--- src/rtl/fault_pkg.sv ---
package fault_pkg;
  localparam int FULL_LO_BIT = 0;

  typedef struct packed {
    logic ov;
    logic ot;
    logic oc;
  } flag_t;

  typedef struct packed {
    logic full;
    logic clr_ov;
    logic clr_ot;
    logic clr_oc;
  } cmd_act_t;
endpackage

--- src/rtl/fg_deglitch.sv ---
module fg_deglitch #(
  parameter int LEN = 16
) (
  input  logic clk,
  input  logic rst,
  input  logic hold_clr,
  input  logic raw_i,
  output logic filt_o
);
  localparam int CW = $clog2(LEN + 1);
  localparam logic [CW-1:0] LAST = CW'(LEN - 1);

  logic [CW-1:0] cnt;

  always_ff @(posedge clk) begin
    if (rst || hold_clr) begin
      filt_o <= 1'b0;
      cnt    <= '0;
    end else if (raw_i == filt_o) begin
      cnt <= '0;
    end else if (cnt == LAST) begin
      filt_o <= raw_i;
      cnt    <= '0;
    end else begin
      cnt <= cnt + 1'b1;
    end
  end
endmodule

--- src/rtl/fg_decode.sv ---
module fg_decode
  import fault_pkg::*;
#(
  parameter int N_SW = 12,
  localparam int CMD_W = N_SW + 4
) (
  input  logic             clk,
  input  logic             rst,
  input  logic             cmd_valid_i,
  input  logic [CMD_W-1:0] cmd_i,
  output cmd_act_t         act_o,
  output logic             ctrl_load_o,
  output logic [N_SW-1:0]  ctrl_word_o
);
  localparam int OC_BIT = N_SW + 1;
  localparam int OT_BIT = N_SW + 2;
  localparam int OV_BIT = N_SW + 3;

  always_comb begin
    act_o.full   = cmd_valid_i & cmd_i[FULL_LO_BIT] & cmd_i[OV_BIT];
    act_o.clr_ov = cmd_valid_i & cmd_i[OV_BIT];
    act_o.clr_ot = cmd_valid_i & (cmd_i[OT_BIT] | act_o.full);
    act_o.clr_oc = cmd_valid_i & (cmd_i[OC_BIT] | act_o.full);
  end

  always_ff @(posedge clk) begin
    if (rst) begin
      ctrl_load_o <= 1'b0;
      ctrl_word_o <= '0;
    end else begin
      ctrl_load_o <= cmd_valid_i;
      if (cmd_valid_i) begin
        ctrl_word_o <= act_o.full ? '0 : cmd_i[N_SW:1];
      end
    end
  end
endmodule

--- src/rtl/fg_flags.sv ---
module fg_flags
  import fault_pkg::*;
#(
  parameter int N_SW = 12
) (
  input  logic            clk,
  input  logic            rst,
  input  logic            ov_f,
  input  logic            ot_f,
  input  logic [N_SW-1:0] oc_f,
  input  cmd_act_t        act_i,
  output flag_t           flags_o,
  output logic [N_SW-1:0] force_off_o
);
  logic [N_SW-1:0] oc_lat;
  logic [N_SW-1:0] oc_nxt;

  always_comb begin
    oc_nxt = oc_f | (oc_lat & ~{N_SW{act_i.clr_oc}});
  end

  always_ff @(posedge clk) begin
    if (rst) begin
      flags_o     <= '0;
      oc_lat      <= '0;
      force_off_o <= '1;
    end else begin
      flags_o.ov  <= ov_f | (flags_o.ov & ~act_i.clr_ov);
      flags_o.ot  <= ot_f | (flags_o.ot & ~act_i.clr_ot);
      flags_o.oc  <= (|oc_f) | (flags_o.oc & ~act_i.clr_oc);
      oc_lat      <= oc_nxt;
      force_off_o <= {N_SW{ov_f | ot_f}} | oc_nxt;
    end
  end
endmodule

--- src/rtl/fault_guard.sv ---
module fault_guard
  import fault_pkg::*;
#(
  parameter int N_SW     = 12,
  parameter int FILT_LEN = 16,
  localparam int CMD_W   = N_SW + 4
) (
  input  logic             clk,
  input  logic             rst,
  input  logic             standby_i,
  input  logic             ov_raw_i,
  input  logic             ot_raw_i,
  input  logic [N_SW-1:0]  oc_raw_i,
  input  logic             cmd_valid_i,
  input  logic [CMD_W-1:0] cmd_i,
  output logic [N_SW-1:0]  force_off_o,
  output logic [2:0]       flags_o,
  output logic             ctrl_load_o,
  output logic [N_SW-1:0]  ctrl_word_o
);
  localparam int N_CH = N_SW + 2;

  logic [N_CH-1:0] raw_all;
  logic [N_CH-1:0] filt_all;
  cmd_act_t        act;
  flag_t           flags;

  assign raw_all = {oc_raw_i, ot_raw_i, ov_raw_i};

  for (genvar g = 0; g < N_CH; g++) begin : g_filt
    fg_deglitch #(.LEN(FILT_LEN)) u_dg (
      .clk      (clk),
      .rst      (rst),
      .hold_clr (standby_i),
      .raw_i    (raw_all[g]),
      .filt_o   (filt_all[g])
    );
  end

  fg_decode #(.N_SW(N_SW)) u_dec (
    .clk         (clk),
    .rst         (rst),
    .cmd_valid_i (cmd_valid_i),
    .cmd_i       (cmd_i),
    .act_o       (act),
    .ctrl_load_o (ctrl_load_o),
    .ctrl_word_o (ctrl_word_o)
  );

  fg_flags #(.N_SW(N_SW)) u_flg (
    .clk         (clk),
    .rst         (rst),
    .ov_f        (filt_all[0]),
    .ot_f        (filt_all[1]),
    .oc_f        (filt_all[N_CH-1:2]),
    .act_i       (act),
    .flags_o     (flags),
    .force_off_o (force_off_o)
  );

  assign flags_o = flags;
endmodule

--- config.mk ---
export PLATFORM = sky130hd
export DESIGN_NAME = fault_guard
export DESIGN_NICKNAME = d
export VERILOG_FILES = /design/src/rtl/fault_pkg.sv /design/src/rtl/fg_deglitch.sv /design/src/rtl/fg_decode.sv /design/src/rtl/fg_flags.sv /design/src/rtl/fault_guard.sv
export SDC_FILE = /design/constraint.sdc
export NUM_CORES = 1
export LEC_CHECK = 0
export BUFFER_PORTS_ARGS = -buffer_cell sky130_fd_sc_hd__buf_2
export CORE_MARGIN = 3
export CORE_UTILIZATION = 55
export DETAILED_ROUTE_END_ITERATION = 10
export GPL_ROUTABILITY_DRIVEN = 0
export PLACE_DENSITY = 0.73
export SLEW_MARGIN = 10
export SYNTH_ARGS = -nofsm -noshare
export SYNTH_HDL_FRONTEND = slang
export SYNTH_SLANG_ARGS = --single-unit
--- constraint.sdc ---
create_clock -name clk -period 4.4 [get_ports clk]
set_input_delay 0.88 -clock clk [delete_from_list [all_inputs] [get_ports clk]]
set_output_delay 0.88 -clock clk [all_outputs]
set_load 0.02 [all_outputs]
==> results of run 1 <==
==> layer usage <==
| metal | track usage [%] | up-vias | part of all wire, % |
|---|---|---|---|
| li1 | - | 1650 | - |
| met1 | 21.04 | 1486 | 43 |
| met2 | 32.21 | 56 | 52 |
| met3 | 5.815 | 6 | 4.3 |
| met4 | 6.922 | 0 | 0.77 |
| met5 | 0 | - | 0 |
==> registers in the layout (all words and copies together), names as in the netlist <==
register / flops
g_filt.u_dg.cnt: 70
g_filt.u_dg.filt_o: 14
u_flg.force_off_o: 12
u_flg.flags_o: 3
u_flg.oc_lat: 12
u_dec.ctrl_load_o: 1
u_dec.ctrl_word_o: 12
==> power by group through the flow <==
| stage | combinational (mW) | clock (mW) | sequential, mW |
|---|---|---|---|
| final | 0.105 | 1.49 | 1.15 |
| after global routing | 0.117 | 1.56 | 1.15 |
| after CTS | 0.106 | 1.51 | 1.15 |
| after detailed placement | 0.105 | 0 | 1.18 |
| after global placement | 0.103 | 0 | 1.18 |
| after floorplan | 0.0519 | 0 | 1.19 |
==> logic make-up after synthesis <==
logic type,count (synthesis),synth area share (%)
adders and majority gates,28,7.592
xor gates and xnor gates,42,7.972
buffers and inverters,53,4.826
muxes,26,5.640
DFF,124,53.80
and+or+nand+nor,158,16.54
AOI/OAI and AO/OA,32,3.634
==> final cells by class <==
class / instances / area share [%]
clock inverter: 11 / 3.379
tap: 102 / 2.268
clock buffer: 20 / 8.092
sequential: 124 / 44.11
timing repair buffer: 61 / 5.425
inverter: 42 / 2.801
multi-input combinational: 286 / 33.93
==> final timing paths <==
path | startpoint | endpoint | slack [ns] | depth (start not counted)
hold / removal | g_filt[11].u_dg.cnt[0] | g_filt[11].u_dg.cnt[0] | 0.44 | 1
hold reg to reg | g_filt[11].u_dg.cnt[0] | g_filt[11].u_dg.cnt[0] | 0.44 | 1
setup reg to reg | g_filt[7].u_dg.cnt[0] | g_filt[7].u_dg.cnt[1] | 2.81 | 5
setup / recovery | rst | g_filt[7].u_dg.cnt[1] | 2.41 | 4
==> layout by cell type, fill, tap and decap left out, types with 2 or more instances in the layout <==
master,n
ha_1,28
dfxtp_1,124
xor2_1,14
and3_1,14
nor2_1,98
clkinv_2,3
o21ai_0,14
clkbuf_8,4
nand3_1,14
clkinv_4,2
inv_1,42
nor4_1,3
a21oi_1,16
or3_4,5
bufinv_16,5
clkbuf_16,16
or3_1,10
xnor2_1,28
nand3b_1,12
buf_2,61
mux2i_1,26
==> metrics by stage <==
| stage | hold slack, ns | area (um2) | setup WS [ns] |
|---|---|---|---|
| after global routing | 0.4656 | 5628 | 2.318 |
| after detailed placement | 0.4379 | 4982 | 1.922 |
| after global placement | 0.4307 | 4982 | 1.956 |
| after floorplan | 0.4174 | 4614 | 2.416 |
| final | 0.4445 | 5628 | 2.410 |
| after CTS | 0.4461 | 5628 | 2.419 |
==> critical path: stages <==
cell    delay [ns]
buf_2         0.21
or2_1         0.59
or3_1         0.57
nor2_1        0.15
==> metrics, run 1 <==
grt total ovfl 0; Setup Viol. Count Final 0; share of cells above drive strength 1 18.01%; Total Wirelength 8284 um; overall power 2.748 mW; post-synthesis sequential area ratio 53.80%; Worst slew margin 38.27%; clock share of power 54.2%; Die Span X 97.60 um; number of synthesized flops with an enable pin 0; Syn Std Cell Area 4614 um2; Main synth FF type dfxtp_1; FF+latch count, synth 124; top post-synthesis cells by count dfxtp_1 (124), nor2_1 (98), inv_1 (42); switching pwr 545.2 uW; Nets 594; largest net degree at the start of global routing 29; Post-CTS Setup Bufs 0; Routed Antenna Nets 0; number of buffers created by CTS 17; DRT Pass-1 Iters 4; worst skew pair latency 0.50 ns; Sequential Power Share 42.0%; Post-synth ARST share 0%; post-synth top area cell dfxtp_1; clk root buf clkbuf_8; Core ar. 7928 um2; Final Slew Violations 0; Leak 2.346 nW; Area contributors post-synth dfxtp_1 (54%), nor2_1 (8.0%), ha_1 (7.6%); Syn Inst Count 463; GR Util All Layers 18.46%; post-layout util 70.99%; I/O pins 62; maxcap violations 0; Switching Share 19.84%; row count 32; Worst Max-Slew Pin Slew 0.9259 ns; fmax 502.5 MHz; wire per inst 12.82 um; Non-Filler Instances 646; hold_buf cts 0; first-pass GRT wire length 14,280 um; Power per Cell Area 488.2 nW/um2; Sequential Area 2482 um2; Multi-input gate area 1909 um2; Initial Utilization 58.21%; fin crit share 45.23%; Synth-to-Final Area Change 21.96%; min cycle time layout 1.990 ns; Worst Setup End Kind register; internal power consumption 2.202 mW; DRC Markers 0; Syn. warnings 0; die area 9525 um2; syn_area_per_cell 9.966 um2; Fillers 596; Hold Crit Class register to register; antenna cells 0; vias in the first global route 3,268; initial antenna violation count 0; RSZ-0062 raised after global routing false; Worst Path Arrival 2.42 ns; chip height 97.60 um; critical path class input port to register; worst path required time 4.83 ns; Clock Sinks 124; vias per inst 4.950; hpwl dp 5577 um; number of failing hold endpoints at the final stage 0; Comb power frac 3.8%; syn nets 525; TritonCTS clock tree built; initial detailed-routing violation count 83; clock-pin transition on the worst setup and hold timing paths 0.05 ns; CTS Buffer Depth 2; Startpoint Class input port; worst-path maximum fanout 28; Clock H-tree levels 4; post-synth top area share 53.80%; Worst Skew 0.007066 ns; placed cells 615; Max VDD drop 0.0003043 V; post_cts resized 0; Distinct cells, synth 22; status completed; number of port buffers 61; most common cell in the netlist dfxtp_1; setup TNS 0 ns; DR vias 3,198
Note: power is estimated with default switching activity, not from simulation.
==> run 2: changes to the inputs <==
--- a/config.mk
+++ b/config.mk
@@ -5,12 +5,13 @@
 export SDC_FILE = /design/constraint.sdc
 export NUM_CORES = 1
 export LEC_CHECK = 0
+export ABC_AREA = 1
 export BUFFER_PORTS_ARGS = -buffer_cell sky130_fd_sc_hd__buf_2
 export CORE_MARGIN = 3
-export CORE_UTILIZATION = 55
+export CORE_UTILIZATION = 51
 export DETAILED_ROUTE_END_ITERATION = 10
 export GPL_ROUTABILITY_DRIVEN = 0
-export PLACE_DENSITY = 0.73
+export PLACE_DENSITY = 0.71
 export SLEW_MARGIN = 10
 export SYNTH_ARGS = -nofsm -noshare
 export SYNTH_HDL_FRONTEND = slang
==> constraint.sdc (replaced) <==
create_clock -name clk -period 1.7 [get_ports clk]
set_input_delay 0.34 -clock clk [delete_from_list [all_inputs] [get_ports clk]]
set_output_delay 0.34 -clock clk [all_outputs]
set_load 0.02 [all_outputs]
==> run 2 against run 1 <==
First-iteration DRC count fell by 22%; critical path depth increased by 2; die area rose by 11%; non-clock buffer count grew 6; hold slack lost 0.36 ns; largest cell class unchanged; combinational power grew to 2.9 times the previous value.
==> metrics, run 2 <==
Max VDD drop 0.0007238 V (+140%); I/O pins 62 (unchanged); vias per inst 4.817 (-2.7%); Syn. warnings 0 (unchanged); Worst Reg-to-Reg Cells 6 (+1); syn nets 594 (+13%); chip height 102.7 um (+5.2%); share of cells above drive strength 1 17.18% (-0.83 points); maxcap violations 0 (unchanged); die area 10,540 um2 (+11%); CTS Buffer Depth 2 (unchanged); grt total ovfl 0 (unchanged); Distinct cells, synth 23 (+4.5%); antenna cells 0 (unchanged); initial detailed-routing violation count 65 (-22%); vias in the first global route 3,359 (+2.8%); number of port buffers 61 (unchanged); Hold Crit Class input port to register; Core ar. 8891 um2 (+12%); GR Util All Layers 17.54% (-0.91 points); Worst slew margin 65.32% (+27 points); DR vias 3,492 (+9.2%); fin crit share 88.67%; Switching Share 19.70% (-0.14 points); switching pwr 1.381 mW (+150%); Post-CTS Setup Bufs 0 (unchanged); FF+latch count, synth 124 (unchanged); Worst Hold Launch cmd_i[9]; Routed Antenna Nets 0 (unchanged); Sequential Power Share 42.7% (+0.7 points); Startpoint Class register; largest net degree at the start of global routing 27 (-6.9%); number of buffers created by CTS 17 (unchanged); row count 34 (+6.3%); Syn Std Cell Area 4766 um2 (+3.3%); max FFs per register 70 (unchanged); Clock H-tree levels 4 (unchanged); Synth-to-Final Area Change 21.50%; biggest regs g_filt.u_dg.cnt (70), g_filt.u_dg.filt_o (14); syn_area_per_cell 8.958 um2 (-10%); post-synth top area cell dfxtp_1; commonest non-fill, non-tap cell in the layout dfxtp_1; setup TNS 0 ns (unchanged); hold_buf cts 0 (unchanged); clk root buf clkbuf_8; clock share of power 53.0% (-1.2 points); post_cts resized 0 (unchanged); Leak 2.583 nW (+10%); Nets 668 (+12%); status completed; first-pass GRT wire length 14,510 um (+1.6%); most common cell in the netlist dfxtp_1; fmax 663.4 MHz; DRT Pass-1 Iters 4 (unchanged); post-synth top area share 52.09% (-1.7 points); r2r startpoint g_filt[2].u_dg.cnt[0]; TritonCTS clock tree built; crit path launch g_filt[2].u_dg.cnt[0]; worst-path maximum fanout 5 (-82%); Final Slew Violations 0 (unchanged); Worst R2R Setup Slack 0.19 ns (-2.62 ns); initial antenna violation count 0 (unchanged); Post-synth ARST share 0% (unchanged); Total Wirelength 8468 um (+2.2%); Area contributors post-synth dfxtp_1 (52%), nor2_1 (8.4%), ha_1 (7.4%); Power per Cell Area 1210 nW/um2 (+150%); RSZ-0062 raised after global routing false; critical path class register to register; min cycle time layout 1.507 ns; Clock Sinks 124 (unchanged); Fillers 720 (+21%); Worst Path Arrival 1.93 ns (-0.49 ns); worst path required time 2.12 ns (-2.71 ns); hold depth 3 (+2); Worst Max-Slew Pin Slew 0.5147 ns (-0.4112 ns); Comb power frac 4.4% (+0.6 points); number of failing hold endpoints at the final stage 0 (unchanged); top post-synthesis cells by count dfxtp_1 (124), nor2_1 (107), inv_1 (72); Main synth FF type dfxtp_1; internal power consumption 5.627 mW (+160%); post-layout util 65.13% (-5.9 points); Worst Skew 0.006729 ns (-0.0003379 ns); post-synthesis sequential area ratio 52.09% (-1.7 points); Initial Utilization 53.60% (-4.6 points); DRC Markers 0 (unchanged); worst skew pair latency 0.50 ns (about the same); clock-pin transition on the worst setup and hold timing paths 0.05 ns (about the same); Worst Setup End Kind register; Syn Inst Count 532 (+15%); most frequent cells in the layout dfxtp_1 (124), nor2_1 (107), inv_1 (72), buf_2 (61); Die Span X 102.7 um (+5.2%); wire per inst 11.68 um (-8.9%); Setup Viol. Count Final 0 (unchanged); Biggest register g_filt.u_dg.cnt; number of synthesized flops with an enable pin 0 (unchanged); hpwl dp 5991 um (+7.4%)
-- run 2: cell count changes after synthesis, sizes merged, moves of 5 or more --
cell    before  now
nand2        1   35
inv         42   73
nand3       14   42
mux2i       26    0
o21ai       14   39
or3         15    0
xnor2       28   15
nand3b      12    0
xor2        14   26
nor2        98  108
buf          4    9
-- run 2: worst max-delay path, cell delays in order, from the launching register on --
cell	delay [ns]
dfxtp_1	0.33
ha_1	0.23
and3_1	0.19
ha_1	0.20
nor3_1	0.12
o21ai_0	0.22
nor2_1	0.16
-- run 2: cell families after synthesis --
| kind of cell | count (synthesis) | synth area share [%] |
|---|---|---|
| DFF | 124 | 52.09 |
| AOI/OAI and AO/OA | 54 | 5.671 |
| adders and majority gates | 28 | 7.351 |
| and+or+nand+nor | 200 | 19.87 |
| xor gates and xnor gates | 41 | 7.535 |
| buffers and inverters | 85 | 7.482 |
-- run 2: final cells by class --
| type | instances | area [um2] | area share (%) |
|---|---|---|---|
| multi-input combinational | 323 | 1927 | 33.28 |
| sequential | 124 | 2482 | 42.87 |
| inverter | 73 | 274.0 | 4.732 |
| clock buffer | 23 | 486.7 | 8.405 |
| timing repair buffer | 67 | 350.3 | 6.050 |
| clock inverter | 7 | 135.1 | 2.334 |
| tap | 108 | 135.1 | 2.334 |
-- run 2: final timing paths --
| check | end |
|---|---|
| max | g_filt[2].u_dg.cnt[4] |
| min | u_dec.ctrl_word_o[8] |
| max reg2reg | g_filt[2].u_dg.cnt[4] |
| min reg2reg | g_filt[1].u_dg.cnt[0] |
-- run 2: metal layers --
metal / GRT usage (%) / wire, um / up-vias
met5: 0 / 0 / -
met4: 5.146 / 102 / 0
met3: 6.157 / 454 / 11
met2: 30.24 / 4083 / 75
met1: 20.60 / 3827 / 1580
li1: - / - / 1826
-- run 2: power by group through the flow --
stage	Clock [mW]	Combinational (mW)	Sequential, mW
after floorplan	0	0.148	3.09
after global placement	0	0.302	3.05
after detailed placement	0	0.308	3.05
after CTS	3.78	0.310	2.99
after global routing	3.92	0.342	3.00
final	3.71	0.305	2.99
-- run 2: per-stage QoR --
stage	total power [mW]	cells	cell area, um2	worst slack [ns]	hold WS, ns
final	7.008	725	5791	0.1926	0.08350
after detailed placement	3.359	695	5169	0.2226	0.4365
after CTS	7.077	725	5791	0.1890	0.06391
after global placement	3.352	695	5169	0.2958	0.4271
after global routing	7.258	725	5791	0.02769	0.07698
after floorplan	3.241	532	4766	0.3604	0.4175
==> run 3: changes to the inputs <==
--- a/config.mk
+++ b/config.mk
@@ -9,6 +9,7 @@
 export BUFFER_PORTS_ARGS = -buffer_cell sky130_fd_sc_hd__buf_2
 export CORE_MARGIN = 3
 export CORE_UTILIZATION = 51
+export CTS_BUF_LIST = sky130_fd_sc_hd__clkbuf_16
 export DETAILED_ROUTE_END_ITERATION = 10
 export GPL_ROUTABILITY_DRIVEN = 0
 export PLACE_DENSITY = 0.71
==> run 3 against run 2 <==
Via count hardly changed; cell count stayed put; global-route usage up 0.055 points; sequential share of layout area is 0.29 points higher; critical path depth did not move.
==> metrics, run 3 (same netlist as run 2, synthesis figures left out) <==
fin crit share 88.53% (-0.14 points); Die Span X 102.7 um (unchanged); Leak 2.564 nW (-0.73%); Routed Antenna Nets 0 (unchanged); wire per inst 11.66 um (-0.13%); Worst R2R Setup Slack 0.19 ns (about the same); Worst Max-Slew Pin Slew 0.5132 ns (-0.001544 ns); grt total ovfl 0 (unchanged); antenna cells 0 (unchanged); Hold Crit Class input port to register; vias in the first global route 3,399 (+1.2%); Min Hold Slack 0.1789 ns (+0.09544 ns); min cycle time layout 1.505 ns (-0.002331 ns); critical path class register to register; setup TNS 0 ns (unchanged); Power per Cell Area 1190 nW/um2 (-1.7%); commonest non-fill, non-tap cell in the layout dfxtp_1; status completed; hold_buf cts 0 (unchanged); number of buffers created by CTS 17 (unchanged); initial detailed-routing violation count 63 (-3.1%); fmax 664.4 MHz (+0.15%); CTS Buffer Depth 2 (unchanged); Multi-input gate area 1927 um2 (unchanged); row count 34 (unchanged); TritonCTS clock tree built; number of failing hold endpoints at the final stage 0 (unchanged); Initial Utilization 53.60% (unchanged); Worst Path Arrival 1.83 ns (-0.10 ns); worst-path maximum fanout 5 (unchanged); largest net degree at the start of global routing 27 (unchanged); GR Util All Layers 17.60% (+0.055 points); Worst slew margin 65.43% (+0.10 points); die area 10,540 um2 (unchanged); RSZ-0062 raised after global routing false; worst path required time 2.03 ns (-0.09 ns); Post-CTS Setup Bufs 0 (unchanged); Clock Sinks 124 (unchanged); Sequential Area 2482 um2 (unchanged); Synth-to-Final Area Change 20.69%; clk root buf clkbuf_16; Max VDD drop 0.0007356 V (+1.6%); max FFs per register 70 (unchanged); clock-pin transition on the worst setup and hold timing paths 0.05 ns (about the same); biggest regs g_filt.u_dg.cnt (70), g_filt.u_dg.filt_o (14); I/O pins 62 (unchanged); Clock H-tree levels 4 (unchanged); number of port buffers 61 (unchanged); Startpoint Class register; Nets 668 (unchanged); post_cts resized 0 (unchanged); Worst Setup End Kind register; chip height 102.7 um (unchanged); hpwl dp 5991 um (unchanged); Worst Skew 0.006099 ns (-0.0006292 ns); Biggest register g_filt.u_dg.cnt; share of cells above drive strength 1 16.37% (-0.81 points); maxcap violations 0 (unchanged); DRT Pass-1 Iters 4 (unchanged); DRC Markers 0 (unchanged); Fillers 727 (+0.97%); DR vias 3,489 (-0.086%); vias per inst 4.812 (about the same); Final Slew Violations 0 (unchanged); Setup Viol. Count Final 0 (unchanged); Core ar. 8891 um2 (unchanged); initial antenna violation count 0 (unchanged); Total Wirelength 8457 um (-0.13%); most frequent cells in the layout dfxtp_1 (124), nor2_1 (107), inv_1 (73), buf_2 (61); first-pass GRT wire length 14,570 um (+0.38%); worst skew pair latency 0.40 ns (-0.10 ns)
-- run 3: cell count changes in the layout (fill, tap and decap cells not counted), sizes merged --
cell / before / now
clkbuf: 23 / 17
clkinv: 3 / 8
inv: 73 / 74
-- run 3: worst paths after layout --
kind                          from                    end  cells past startpoint
min                       cmd_i[9]   u_dec.ctrl_word_o[8]                      3
max          g_filt[2].u_dg.cnt[0]  g_filt[2].u_dg.cnt[4]                      6
min reg2reg  g_filt[8].u_dg.cnt[0]  g_filt[8].u_dg.cnt[0]                      1
max reg2reg  g_filt[2].u_dg.cnt[0]  g_filt[2].u_dg.cnt[4]                      6
-- run 3: metal layers --
layer	GRT usage [%]	vias to the layer above	wire length (um)
li1	-	1824	-
met1	20.52	1593	3888
met2	30.39	63	4086
met3	5.345	9	367
met4	6.660	0	115
met5	0	-	0
-- run 3: through the flow --
step                      total power, mW  util, %  cell area [um2]  instances  setup slack (ns)
after floorplan                     3.241        -             4766        532            0.3604
after global placement              3.352    58.13             5169        695            0.2958
after detailed placement            3.359    58.13             5169        695            0.2226
after CTS                           6.910    64.69             5752        725            0.1911
after global routing                7.086    64.69             5752        725           0.02997
final                               6.846    64.69             5752        725            0.1949
-- run 3: critical path, stage by stage (launching register included) --
cell and delay, ns:
dfxtp_1 0.32, ha_1 0.23, and3_1 0.19, ha_1 0.20
nor3_1 0.12, o21ai_0 0.22, nor2_1 0.16
-- run 3: area by class of cell --
cell class                      instances  share of cell area, %
Clock inverter                         13                  2.741
Multi-Input combinational cell        323                  33.50
Inverter                               73                  4.764
Timing Repair Buffer                   67                  6.091
Tap cell                              108                  2.349
Clock buffer                           17                  7.396
Sequential cell                       124                  43.16
-- run 3: report_power, final --
group	leakage (nW)	internal (mW)	switching, mW	total (mW)
sequential	1.01	2.97	0.0269	2.99
combinational	1.26	0.111	0.194	0.306
clock	0.291	2.39	1.16	3.55
total	2.56	5.47	1.38	6.85
